## src/rtl/ocf_pkg.sv

```systemverilog
package ocf_pkg;

  typedef enum logic [2:0] {
    PH_IDLE  = 3'd0,
    PH_CMD   = 3'd1,
    PH_ADDR  = 3'd2,
    PH_DUMMY = 3'd3,
    PH_DATA  = 3'd4
  } phase_e;

  localparam logic [7:0] OP_RD_OCT   = 8'hEC;
  localparam int         DUMMY_LONG  = 20;
  localparam int         DUMMY_SHORT = 4;
  localparam int         ADDR_FULL   = 4;

endpackage

```

## src/rtl/ocf_remap.sv

```systemverilog
module ocf_remap #(
  parameter int ADDR_BYTES = 4,
  parameter int DUMMY_W    = 6,
  localparam int AL_W      = $clog2(ADDR_BYTES + 1),
  localparam int ADDR_W    = 8 * ADDR_BYTES
) (
  input  logic               octal_i,
  input  logic [7:0]         op_i,
  input  logic [AL_W-1:0]    alen_i,
  input  logic [ADDR_W-1:0]  addr_i,
  input  logic [DUMMY_W-1:0] dum_i,
  output logic [7:0]         op_o,
  output logic [AL_W-1:0]    alen_o,
  output logic [ADDR_W-1:0]  addr_o,
  output logic [DUMMY_W-1:0] dum_o
);
  import ocf_pkg::*;

  localparam logic [AL_W-1:0]    AL4   = AL_W'(ADDR_FULL);
  localparam logic [DUMMY_W-1:0] DLONG = DUMMY_W'(DUMMY_LONG);
  localparam logic [DUMMY_W-1:0] DSHRT = DUMMY_W'(DUMMY_SHORT);

  always_comb begin
    op_o   = op_i;
    alen_o = alen_i;
    addr_o = addr_i;
    dum_o  = dum_i;
    if (octal_i) begin
      case (op_i)
        8'h03, 8'h0B, 8'h13, 8'h0C: begin
          op_o  = OP_RD_OCT;
          dum_o = DLONG;
        end
        8'h02: begin op_o = 8'h12; alen_o = AL4; end
        8'hD8: begin op_o = 8'hDC; alen_o = AL4; end
        8'h20: begin op_o = 8'h21; alen_o = AL4; end
        8'h5A: begin alen_o = AL4; dum_o = DLONG; end
        8'h71: dum_o = DSHRT;
        8'h9F, 8'h05: begin
          alen_o = AL4; addr_o = '0; dum_o = DSHRT;
        end
        8'h01: begin alen_o = AL4; addr_o = '0; end
        8'h15: begin alen_o = AL4; addr_o = ADDR_W'(1); end
        default: ;
      endcase
    end
  end

  always_comb begin
    if (!octal_i)
      AST_SPI_PASS: assert (op_o == op_i && alen_o == alen_i &&
                            addr_o == addr_i && dum_o == dum_i);
  end

endmodule

```

## src/rtl/ocf_sequencer.sv

```systemverilog
module ocf_sequencer #(
  parameter int ADDR_BYTES = 4,
  parameter int DUMMY_W    = 6,
  parameter int LEN_W      = 12,
  localparam int AL_W      = $clog2(ADDR_BYTES + 1),
  localparam int ADDR_W    = 8 * ADDR_BYTES,
  localparam int CNT_W     = (LEN_W > DUMMY_W) ? LEN_W : DUMMY_W
) (
  input  logic               clk,
  input  logic               rst,
  input  logic               start_i,
  input  logic               octal_i,
  input  logic [7:0]         op_i,
  input  logic [AL_W-1:0]    alen_i,
  input  logic [ADDR_W-1:0]  addr_i,
  input  logic [DUMMY_W-1:0] dum_i,
  input  logic               rd_i,
  input  logic [LEN_W-1:0]   dlen_i,
  output logic               idle_o,
  output logic [2:0]         phase_o,
  output logic [7:0]         bus_out,
  output logic               bus_oe,
  input  logic [7:0]         bus_in,
  output logic               bus_octal,
  input  logic [7:0]         wr_data,
  input  logic               wr_valid,
  output logic               wr_ready,
  output logic [7:0]         rd_data,
  output logic               rd_valid,
  input  logic               rd_ready
);
  import ocf_pkg::*;

  phase_e             phase_q, nph;
  logic [CNT_W-1:0]   cnt_q, ncnt;
  logic [7:0]         op_q;
  logic               oct_q, rd_q;
  logic [AL_W-1:0]    alen_q;
  logic [ADDR_W-1:0]  addr_q;
  logic [DUMMY_W-1:0] dum_q;
  logic [LEN_W-1:0]   dlen_q;
  logic               beat, last;
  logic [7:0]         addr_byte;
  logic [2:0]         ph_code;

  assign ph_code = phase_q;

  always_comb begin
    case (phase_q)
      PH_CMD, PH_ADDR, PH_DUMMY: beat = 1'b1;
      PH_DATA:                   beat = rd_q ? rd_ready : wr_valid;
      default:                   beat = 1'b0;
    endcase
    last = beat && (cnt_q == CNT_W'(1));
  end

  // next non-empty phase after the current one
  always_comb begin
    nph  = PH_IDLE;
    ncnt = '0;
    if (phase_q == PH_CMD && alen_q != '0) begin
      nph  = PH_ADDR;
      ncnt = CNT_W'(alen_q);
    end else if ((phase_q == PH_CMD || phase_q == PH_ADDR) && dum_q != '0) begin
      nph  = PH_DUMMY;
      ncnt = CNT_W'(dum_q);
    end else if (phase_q != PH_DATA && dlen_q != '0) begin
      nph  = PH_DATA;
      ncnt = CNT_W'(dlen_q);
    end
  end

  always_ff @(posedge clk) begin
    if (rst) begin
      phase_q <= PH_IDLE;
      cnt_q   <= '0;
      op_q    <= '0;
      oct_q   <= 1'b0;
      rd_q    <= 1'b0;
      alen_q  <= '0;
      addr_q  <= '0;
      dum_q   <= '0;
      dlen_q  <= '0;
    end else if (start_i) begin
      phase_q <= PH_CMD;
      cnt_q   <= octal_i ? CNT_W'(2) : CNT_W'(1);
      op_q    <= op_i;
      oct_q   <= octal_i;
      rd_q    <= rd_i;
      alen_q  <= alen_i;
      addr_q  <= addr_i;
      dum_q   <= dum_i;
      dlen_q  <= dlen_i;
    end else if (last) begin
      phase_q <= nph;
      cnt_q   <= ncnt;
    end else if (beat) begin
      cnt_q   <= cnt_q - CNT_W'(1);
    end
  end

  // most significant remaining byte first
  always_comb begin
    addr_byte = '0;
    for (int i = 0; i < ADDR_BYTES; i++)
      if (cnt_q == CNT_W'(i + 1)) addr_byte = addr_q[8*i +: 8];
  end

  always_comb begin
    bus_out = '0;
    bus_oe  = 1'b0;
    case (phase_q)
      PH_CMD: begin
        bus_out = (oct_q && cnt_q == CNT_W'(1)) ? ~op_q : op_q;
        bus_oe  = 1'b1;
      end
      PH_ADDR: begin
        bus_out = addr_byte;
        bus_oe  = 1'b1;
      end
      PH_DATA: if (!rd_q) begin
        bus_out = wr_data;
        bus_oe  = wr_valid;
      end
      default: ;
    endcase
  end

  assign idle_o    = (phase_q == PH_IDLE);
  assign phase_o   = ph_code;
  assign bus_octal = oct_q;
  assign wr_ready  = (phase_q == PH_DATA) && !rd_q;
  assign rd_valid  = (phase_q == PH_DATA) && rd_q;
  assign rd_data   = bus_in;

  AST_CMD_INVERSE: assert property (@(posedge clk) disable iff (rst)
    (phase_q == PH_CMD && oct_q && cnt_q == CNT_W'(1)) |-> bus_out == ~$past(bus_out));
  AST_PHASE_FORWARD: assert property (@(posedge clk) disable iff (rst)
    (ph_code != 3'd0 && $past(ph_code) != 3'd0) |-> ph_code >= $past(ph_code));
  AST_WRITE_STALL: assert property (@(posedge clk) disable iff (rst)
    (phase_q == PH_DATA && !rd_q && !wr_valid) |=> (phase_q == PH_DATA && $stable(cnt_q)));
  AST_READ_STALL: assert property (@(posedge clk) disable iff (rst)
    (phase_q == PH_DATA && rd_q && !rd_ready) |=> (phase_q == PH_DATA && $stable(cnt_q)));
  AST_MODE_HELD: assert property (@(posedge clk) disable iff (rst)
    (ph_code != 3'd0 && $past(ph_code) != 3'd0) |-> $stable(bus_octal));

endmodule

```

## src/rtl/oct_cmd_framer.sv

```systemverilog
module oct_cmd_framer #(
  parameter int ADDR_BYTES = 4,
  parameter int DUMMY_W    = 6,
  parameter int LEN_W      = 12,
  localparam int AL_W      = $clog2(ADDR_BYTES + 1),
  localparam int ADDR_W    = 8 * ADDR_BYTES
) (
  input  logic               clk,
  input  logic               rst,
  input  logic               octal_en,
  input  logic               req_valid,
  output logic               req_ready,
  input  logic [7:0]         req_opcode,
  input  logic [AL_W-1:0]    req_addr_len,
  input  logic [ADDR_W-1:0]  req_addr,
  input  logic [DUMMY_W-1:0] req_dummy,
  input  logic               req_rd,
  input  logic [LEN_W-1:0]   req_data_len,
  output logic [7:0]         bus_out,
  output logic               bus_oe,
  input  logic [7:0]         bus_in,
  output logic [2:0]         bus_phase,
  output logic               bus_octal,
  input  logic [7:0]         wr_data,
  input  logic               wr_valid,
  output logic               wr_ready,
  output logic [7:0]         rd_data,
  output logic               rd_valid,
  input  logic               rd_ready
);

  logic [7:0]         m_op;
  logic [AL_W-1:0]    m_alen;
  logic [ADDR_W-1:0]  m_addr;
  logic [DUMMY_W-1:0] m_dum;
  logic               idle;

  ocf_remap #(.ADDR_BYTES(ADDR_BYTES), .DUMMY_W(DUMMY_W)) u_remap (
    .octal_i (octal_en),
    .op_i    (req_opcode),
    .alen_i  (req_addr_len),
    .addr_i  (req_addr),
    .dum_i   (req_dummy),
    .op_o    (m_op),
    .alen_o  (m_alen),
    .addr_o  (m_addr),
    .dum_o   (m_dum)
  );

  ocf_sequencer #(.ADDR_BYTES(ADDR_BYTES), .DUMMY_W(DUMMY_W), .LEN_W(LEN_W)) u_seq (
    .clk       (clk),
    .rst       (rst),
    .start_i   (req_valid && idle),
    .octal_i   (octal_en),
    .op_i      (m_op),
    .alen_i    (m_alen),
    .addr_i    (m_addr),
    .dum_i     (m_dum),
    .rd_i      (req_rd),
    .dlen_i    (req_data_len),
    .idle_o    (idle),
    .phase_o   (bus_phase),
    .bus_out   (bus_out),
    .bus_oe    (bus_oe),
    .bus_in    (bus_in),
    .bus_octal (bus_octal),
    .wr_data   (wr_data),
    .wr_valid  (wr_valid),
    .wr_ready  (wr_ready),
    .rd_data   (rd_data),
    .rd_valid  (rd_valid),
    .rd_ready  (rd_ready)
  );

  assign req_ready = idle;

endmodule

```

## config.mk

```make
export PLATFORM = sky130hd
export DESIGN_NAME = oct_cmd_framer
export DESIGN_NICKNAME = d
export VERILOG_FILES = /design/src/rtl/ocf_pkg.sv /design/src/rtl/ocf_remap.sv /design/src/rtl/ocf_sequencer.sv /design/src/rtl/oct_cmd_framer.sv
export SDC_FILE = /design/constraint.sdc
export NUM_CORES = 1
export LEC_CHECK = 0
export BUFFER_PORTS_ARGS = -buffer_cell sky130_fd_sc_hd__buf_2
export CELL_PAD_IN_SITES_DETAIL_PLACEMENT = 1
export CELL_PAD_IN_SITES_GLOBAL_PLACEMENT = 2
export CORE_ASPECT_RATIO = 0.8
export CORE_MARGIN = 2
export CORE_UTILIZATION = 27
export CTS_CLUSTER_SIZE = 20
export DETAILED_ROUTE_END_ITERATION = 16
export GPL_TIMING_DRIVEN = 0
export MAX_ROUTING_LAYER = met4
export PLACE_DENSITY_LB_ADDON = 0.1
export SLEW_MARGIN = 10
export SYNTH_ARGS = -nofsm -noshare
export SYNTH_HDL_FRONTEND = slang
export SYNTH_SLANG_ARGS = --single-unit
```

## constraint.sdc

```tcl
create_clock -name clk -period 2.3 [get_ports clk]
set_clock_uncertainty 0.2 [all_clocks]
set_input_delay 0.46 -clock clk [delete_from_list [all_inputs] [get_ports clk]]
set_output_delay 0.46 -clock clk [all_outputs]
set_load 0.005 [all_outputs]
```

== Yosys cells after proc, flatten, opt, wreduce, memory -nomap -nowiden ==
Index checks and enable logic that the tools add are counted.

* $add $sub $neg: 1
* Equal/unequal tests: 22
* Muxes and demuxes: 31
* Bitwise gates (word level): 1
* Reductions and logical operators: 24

{| class="wikitable"
|+ Operators by type and width
! cell !! number
|-
| $mux W12 || 6
|-
| $pmux W32 S2 || 1
|-
| $mux W8 || 7
|-
| $mux W32 || 1
|-
| $pmux W8 S4 || 1
|-
| $eq A12 B2 Y1 const B || 2
|-
| $pmux W8 S3 || 1
|-
| $eq A8 B2 Y1 const B || 2
|-
| $eq A8 B4 Y1 const B || 2
|-
| $eq A8 B5 Y1 const B || 2
|-
| $eq A8 B7 Y1 const B || 2
|-
| $eq A8 B8 Y1 const B || 2
|-
| $mux W3 || 5
|-
| $eq A12 B1 Y1 const B || 1
|-
| $eq A12 B3 Y1 const B || 1
|-
| $pmux W6 S2 || 1
|-
| $reduce_bool A12 Y1 || 1
|-
| $sub A12 B1 Y12 const B || 1
|-
| $reduce_or A3 Y1 || 3
|-
| $eq A8 B1 Y1 const B || 1
|-
| $eq A8 B3 Y1 const B || 1
|-
| $eq A8 B6 Y1 const B || 1
|-
| $logic_and A1 B1 Y1 || 8
|-
| $not A8 Y8 || 1
|-
| 18 further kinds || 25
|}

* Register bits: 78
* Bits of input ports: 84
* Output and inout port bits: 24
* Word-level logic and storage cells: 89

== Logic depth before layout (Yosys ltp) ==
Gate-level depths: netlist of run 1.

* Depth after elaboration: 7
* Gate-level depth with buffers: 8
* Gate-level depth less buffers: 7

== Cells and area by module ==
Synthesis of run 1 repeated with hierarchy kept, for this count alone.

* Cells, all modules: 582
* Area, all modules: 4884.7 um^2

{| class="wikitable"
|+ Modules (own cells, without submodules)
! module !! instances !! cells an instance !! area an instance (um^2) !! sequential area each (um^2)
|-
| ocf_sequencer || 1 || 473 || 4082.7 || 1561.5
|-
| ocf_remap || 1 || 108 || 795.8 || 0.0
|-
| oct_cmd_framer || 1 || 1 || 6.3 || 0.0
|}

== Worst setup path before layout of run 1 ==
No wires, ideal clock.

* Kind: register to output
* Start: register u_seq.cnt_q[1]
* End: output bus_out[0]
* Data arrival time: 1870 ps
* Data required time: 1640 ps
* Slack: -230 ps
* Stages on the path, launching flop included: 8
* Buffers on the path: 0
* Cells stage by stage: dfxtp_1 inv_1 ha_1 nor4b_2 nand4_1 xnor2_1 a22oi_1 o21ai_0

* Word-level cells in the longest chain between the ends: 6
* Elaborated cells on any way between the ends: 11
* Classes of those cells: eq/ne: 4; mux: 6; reduce/logical: 1

{| class="wikitable"
|+ RTL lines
! element !! line !! source
|-
| start: declaration || ocf_sequencer.sv:35 || <nowiki>logic [CNT_W-1:0] cnt_q, ncnt;</nowiki>
|-
| start signal: assignment || ocf_sequencer.sv:86 || <nowiki>cnt_q <= octal_i ? CNT_W'(2) : CNT_W'(1);</nowiki>
|-
| start signal: assignment || ocf_sequencer.sv:96 || <nowiki>cnt_q <= ncnt;</nowiki>
|-
| start signal: assignment || ocf_sequencer.sv:98 || <nowiki>cnt_q <= cnt_q - CNT_W'(1);</nowiki>
|-
| $eq A12 B1 Y1 || ocf_sequencer.sv:106, ocf_sequencer.sv:114 ||
|-
| $mux W8 (4 in a row) || ocf_sequencer.sv:106 || <nowiki>if (cnt_q == CNT_W'(i + 1)) addr_byte = addr_q[8*i +: 8];</nowiki>
|-
| $pmux W8 S3 * || ocf_sequencer.sv:112 || <nowiki>case (phase_q)</nowiki>
|-
| end: declaration || oct_cmd_framer.sv:19 || <nowiki>output logic [7:0] bus_out,</nowiki>
|}

Mark *: on every way between the ends. The rest lies on a longest branch, timed or not.

== Final worst setup path of run 1 ==
* Start: register u_seq.cnt_q[8]
* End: output bus_out[2]

The elaborated chain is that of the path after synthesis.

==> summary.md, run 1 <==
| Metric | Value |
|---|---|
| Worst setup path class | flip-flop to output pin |
| Critical path fanouts, max | 8 |
| Most frequent cells in the layout | 103 x buf_2, 71 x dfxtp_1, 54 x nand2_1 |
| Worst EP required | roughly 1600 ps |
| Starting DRT DRC Count | between 200 and 250 |
| Vias in the first global route | 4,300 |
| Failing checks | negative setup slack |
| Syn Inst Count | around 480 |
| Register area share after synthesis | 38.6% |
| Worst setup EP type | output pin |
| FP Rows | 40 |
| Final Max Tran Viols | 0 |
| Initial antenna violation count | 0 |
| Share of layout cells above drive strength 1 | around 39% |
| Die area | 16,000 um2 |
| Status | finished, violations left |
| Total gr overflow | 0 |
| Layout area overhead | 43.3% |
| Ys flop type | dfxtp_1 |
| FMAX | approximately 370 MHz |
| Maximum VDD drop | 0.380 mV |
| Setup ws final | -421 ps |
| Routed vias/inst | approximately 5.3 |
| Gpl congestion | 0.864 |
| Hold/Removal Path Class | input pin to flip-flop |
| Async S/R FF share, synth | 0% |
| GRT Overall Usage | 20.2% |
| WL per Instance | approximately 19 um |
| Layout Cells excl Fill | around 810 |
| Worst rel slew slack | 53.2% |
| Inserted Clock Buffers | 9 |
| Dpl ws | -600 ps |
| Most common cell after layout, fill and taps aside | buf_2 |
| Warnings, synthesis | 0 |
| Die height | roughly 110 um |
| # setup viols final | 12 |
| Arr. time, crit path | between 2000 and 2500 ps |
| Clock slew at reported path FFs | approximately 60 ps |
| Clock Path Buffers | 2 |
| Clk_lat worst skew | approximately 350 ps |
| Syn avg cell area | about 8.5 um2 |
| Starting Density | about 27% |
| CP Launch Type | flip-flop |
| CTS Root Cell | clkbuf_16 |
| Hold WS | 121 ps |
| Leak | approximately 2.3 nW |
| N_diodes | 0 |
| Max-Cap Viols | 0 |
| DP HPWL | 11.5 mm |
| First-pass DRT Iterations | 4 |
| Tcrit/Tclk final | 118% |
| Power Dens Cells | ~740 nW/um2 |
| Post-synth EDFFs | 0 |
| Worst-Margin Slew | between 700 and 800 ps |
| Core ar. | approximately 15,000 um2 |
| Port Buffer Count | between 90 and 100 |
| CP max stage delay | 380 ps |
| Fill count | approximately 1,700 |
| Yosys cell types | 58 |
| CP top delay family | simple AND/OR/NAND/NOR gates |
| Post-layout util | between 30% and 40% |
| Final Net Count | around 710 |
| Mapped Area | 4050 um2 |
| Die width | 141 um |
| First-pass GRT wire length | roughly 24 mm |
| Period minus WS final | ~2700 ps |
| RSZ-0062 raised after global routing | true |
| Ports | 108 |
| FF+latch count, synth | 78 |
| CTS tree | yes |
| Hold Vio Cnt, Final | 0 |
| Worst path bufs/invs | 2 |
| H-tree levels | 3 |
| Final wirelength | 15.5 mm |
| Syn_nets | 568 |
| Critical path cell sequence | nor3_4, nand2_2, nor4_4, buf_6, a22oi_1, o21ai_1, buf_2 |
| Vias | about 4,300 |
| Placed Instances | around 770 |
| Footprint of the multi-input gates | 2610 um2 |
| Clk sinks | 78 |
| Register area | roughly 1600 um2 |
| Slowest cell on the critical path | dfxtp_1 |
| DR DRC count | 0 |
| Post-route ant nets | 0 |
| Hold_buf cts | 0 |
| Largest net degree at the start of global routing | 13 |
[metrics by stage]
| stage | TNS (ps) | total power [mW] | area (um2) |
|---|---|---|---|
| final | -3230 | 4.27 | 5800 |
| after global routing | -4910 | 4.53 | 5800 |
| after CTS | -5370 | 4.17 | 5430 |
| after detailed placement | -28470 | 2.57 | 4820 |
| after global placement | -28630 | 2.55 | 4820 |
| after floorplan | -295 | 2.22 | 4100 |
[Yosys cell counts, types with 6 or more instances]
| cell | count | area, um2 |
|---|---|---|
| nor4_1 | 7 | 43.8 |
| a311oi_1 | 7 | 61.3 |
| a21oi_1 | 38 | 190 |
| xnor2_1 | 10 | 87.6 |
| dfxtp_1 | 78 | 1560 |
| or3b_2 | 6 | 52.6 |
| and3b_1 | 8 | 70.1 |
| o21ai_0 | 32 | 160 |
| buf_2 | 9 | 45.0 |
| nor3_1 | 11 | 55.1 |
| a22oi_1 | 17 | 128 |
| inv_1 | 7 | 26.3 |
| buf_4 | 8 | 60.1 |
| nor2_1 | 28 | 105 |
| nand3_1 | 11 | 55.1 |
| clkbuf_1 | 20 | 75.1 |
| nand2_1 | 57 | 214 |
| a211oi_1 | 12 | 90.1 |
| a22o_1 | 31 | 272 |
[logic make-up (layout without fill, tap and decap cells)]
logic type                 Yosys count  in the layout  synth area share [%]
muxes                                3              3                 0.772
xor gates and xnor gates            15             15                  3.24
buffers and inverters               47            192                  5.56
DFF                                 78             78                  38.6
and+or+nand+nor                    163            163                  21.7
AOI/OAI and AO/OA                  168            168                  28.6
adders and majority gates            5              5                  1.54
[final timing paths]
check                                         to  cells after the start  slack [ps]             start
worst min-delay path            u_seq.addr_q[27]                      2         120      req_addr[27]
worst max-delay path                  bus_out[2]                      7        -420    u_seq.cnt_q[8]
worst min register to register   u_seq.addr_q[5]                      1         270   u_seq.addr_q[5]
worst max register to register    u_seq.cnt_q[0]                      8         -30  u_seq.phase_o[1]
[what timing repair did]
item / in CTS / in global routing
gates cloned: 1 / 0
gates resized for setup: 54 / 83
setup buffers: 22 / 10
pin swaps: 10 / 12
endpoints found under the setup margin: 87 / 82
[flip-flops by register name (all words and copies together), names as in the netlist]
register         cells
u_seq.addr_q        32
u_seq.cnt_q         12
u_seq.dlen_q        12
u_seq.op_q           8
u_seq.dum_q          6
u_seq.alen_q         3
u_seq.phase_o        3
u_seq.bus_octal      1
u_seq.rd_q           1
[metal layers]
| metal | track usage [%] | vias to the layer above | part of all wire [%] |
|---|---|---|---|
| li1 | - | 2081 | - |
| met1 | 27.7 | 2100 | 49 |
| met3 | 3.78 | 11 | 4.3 |
| met4 | 5.33 | 0 | 1.0 |
| met2 | 30.9 | 86 | 45 |
| met5 | - | - | 0 |
[layout make-up]
type / count / area share (%)
multi-input combinational: 354 / 45.0
sequential: 78 / 27.3
timing repair buffer: 131 / 13.6
buffer: 38 / 4.57
clock buffer: 12 / 4.08
tap: 189 / 4.08
clock inverter: 4 / 0.819
inverter: 7 / 0.539
[power by group]
part | switching, mW | leakage [nW] | internal [mW]
combinational | 0.668 | 1.55 | 0.577
sequential | 0.133 | 0.645 | 1.48
clock | 0.580 | 0.137 | 0.838
Note: power is estimated with default switching activity, not from simulation.
==> inputs of run 2 (changes only) <==
--- a/config.mk
+++ b/config.mk
@@ -16,6 +16,7 @@
 export GPL_TIMING_DRIVEN = 0
 export MAX_ROUTING_LAYER = met4
 export PLACE_DENSITY_LB_ADDON = 0.1
+export SETUP_SLACK_MARGIN = 0.3
 export SLEW_MARGIN = 10
 export SYNTH_ARGS = -nofsm -noshare
 export SYNTH_HDL_FRONTEND = slang
==> run 2 against run 1 <==
  * The flow still finishes with violations (negative setup slack)
  * Critical path depth grew 1
  * Sequential power about the same
  * Critical endpoint is now bus_out[7]
  * Core utilization increased by 6.1 points
  * Clock power rose by 13%
  * Clock-buffer cell count down 2
  * Combinational power up 21%
==> summary.md, run 2 (synthesis results as in run 1) <==
| Metric | Value |
|---|---|
| RSZ-0062 raised after global routing | true |
| Inserted Clock Buffers | 9 (unchanged) |
| N_diodes | 0 (unchanged) |
| Worst EP required | 1640 ps (about the same) |
| Arr. time, crit path | 2070 ps (about the same) |
| WHS Path Cells | 2 (unchanged) |
| Period minus WS final | 2730 ps (+11.1 ps) |
| First-pass GRT wire length | 26.4 mm (+9.3%) |
| H-tree levels | 3 (unchanged) |
| Failing checks | negative setup slack |
| CTS tree | yes |
| Routed vias/inst | 5.27 (+0.20%) |
| Port Buffer Count | 98 (unchanged) |
| Worst rel slew slack | 47.8% (-5.3 points) |
| WL per Instance | 20.2 um (+5.8%) |
| Met2 Wirelength | 8.17 mm (+16%) |
| Die area | 16,000 um2 (unchanged) |
| Most flops, register | u_seq.addr_q |
| Layout Cells excl Fill | 855 (+5.2%) |
| Vias in the first global route | 4,659 (+8.3%) |
| Critical path fanouts, max | 2 (-6) |
| FMAX | 366 MHz (-0.41%) |
| Core ar. | 14,900 um2 (unchanged) |
| Clk_lat worst skew | 350 ps (about the same) |
| Clock Path Buffers | 2 (unchanged) |
| Maximum VDD drop | 0.421 mV (+11%) |
| Largest net degree at the start of global routing | 15 (+2) |
| DP HPWL | 11.4 mm (-0.27%) |
| Reg2Reg Capture Point | u_seq.cnt_q[11] |
| Worst setup path class | flip-flop to output pin |
| Hold Crit Endpoint | u_seq.addr_q[18] |
| First-pass DRT Iterations | 4 (unchanged) |
| Post-route ant nets | 0 (unchanged) |
| Status | finished, violations left |
| Met3 routed WL | 590 um (-11%) |
| Max FFs per register | 32 (unchanged) |
| Max-Cap Viols | 0 (unchanged) |
| Hold/Removal Path Class | input pin to flip-flop |
| Clock slew at reported path FFs | 60 ps (about the same) |
| Worst reg-to-reg path cell count | 10 (+2) |
| Uppermost layer routed | met4 |
| Gpl congestion | 0.823 (-4.8%) |
| Die height | 114 um (unchanged) |
| Hold Vio Cnt, Final | 0 (unchanged) |
| Starting DRT DRC Count | 162 (-21%) |
| Most frequent cells in the layout | 96 x buf_2, 70 x dfxtp_1, 57 x buf_4 |
| Flop2flop setup slack | -110 ps (-80 ps) |
| Tcrit/Tclk final | 119% (+0.48 points) |
| Worst setup EP type | output pin |
| GRT Overall Usage | 22.0% (+1.7 points) |
| Post-layout util | 45.1% (+6.1 points) |
| Setup ws final | -432 ps (-11.1 ps) |
| Layout area overhead | 65.5% |
| Final wirelength | 17.3 mm (+11%) |
| DR DRC count | 0 (unchanged) |
| Leak | 2.72 nW (+16%) |
| M1 WL | 8.32 mm (+8.2%) |
| CP Launch Type | flip-flop |
| Power Dens Cells | 704 nW/um2 (-4.4%) |
| FP Rows | 40 (unchanged) |
| Most common cell after layout, fill and taps aside | buf_2 |
| Total gr overflow | 0 (unchanged) |
| Final Max Tran Viols | 0 (unchanged) |
| Worst-Margin Slew | 782 ps (+79.7 ps) |
| Setup TNS | -4030 ps (-797 ps) |
| CTS Root Cell | clkbuf_16 |
| Placed Instances | 766 (unchanged) |
| Clk sinks | 78 (unchanged) |
| Vias | 4,508 (+5.4%) |
| Share of layout cells above drive strength 1 | 47.9% (+8.8 points) |
| Starting Density | 27.2% (unchanged) |
| Reg2reg start | u_seq.phase_o[0] |
| Final Net Count | 750 (+5.9%) |
| Initial antenna violation count | 0 (unchanged) |
| Largest registers | u_seq.addr_q x32, u_seq.cnt_q x12, u_seq.dlen_q x12 |
| # setup viols final | 20 (+8) |
| Die width | 141 um (unchanged) |
| Hold Startpoint | req_addr[18] |
| Ports | 108 (unchanged) |
==> run 2: cell count changes in the layout (fill, tap and decap cells not counted), sizes merged <==
cell / change
nor2: +1
bufinv: +1
buf: +45
clkinv: -1
clkinvlp: +2
clkbuf: -6
==> run 2: worst max-delay path by stage <==
stage	start	to	slack, ps	depth (start not counted)
after CTS	u_seq.cnt_q[7]	bus_out[5]	-470	7
after floorplan	u_seq.cnt_q[1]	bus_out[0]	-40	7
after detailed placement	u_seq.cnt_q[4]	bus_out[5]	-620	7
after global placement	u_seq.cnt_q[4]	bus_out[5]	-610	7
final	u_seq.cnt_q[7]	bus_out[7]	-430	8
after global routing	u_seq.cnt_q[7]	bus_out[6]	-580	8
==> run 2: per-stage QoR <==
step / area, um2 / hold WS [ps] / total power [mW] / setup slack [ps]
floorplan: 4210 / 242 / 2.24 / -36.9
global placement: 4930 / 259 / 2.57 / -608
detailed placement: 4930 / 266 / 2.59 / -622
CTS: 6310 / 106 / 4.60 / -471
global route: 6700 / 110 / 4.94 / -585
finish: 6700 / 118 / 4.72 / -432
==> run 2: power by group <==
part / switching (mW) / internal (mW) / leakage [nW]
Clock: 0.621 / 0.986 / 0.155
Sequential: 0.133 / 1.48 / 0.646
Combinational: 0.763 / 0.740 / 1.92
==> run 2: cell type report <==
type / count / area, um2
clock inverter: 6 / 92.6
tap: 189 / 236
clock buffer: 10 / 239
sequential: 78 / 1580
buffer: 40 / 415
fill: 1720 / 8160
inverter: 7 / 35.0
timing repair buffer: 170 / 1240
multi-input combinational: 355 / 2860
==> run 2: metal layers <==
metal,vias up,track usage (%)
met5,-,-
met4,0,5.20
met3,17,4.07
met2,89,34.7
met1,2233,29.3
li1,2169,-
==> run 2: timing repair <==
action                     in CTS  in global routing
setup endpoints to repair      89                 90
gates resized for setup       161                 60
hold buffers                    0                  0
setup buffers                  45                 20
pin swaps                      55                 34
cloned                          8                  0
==> run 2: worst max-delay path: stages (launching register included) <==
cell,delay [ps]
dfxtp_4,360
nor4_4,340
nand2_2,130
buf_4,160
nor4_4,180
buf_4,160
a22oi_1,60
o21ai_1,190
buf_2,140
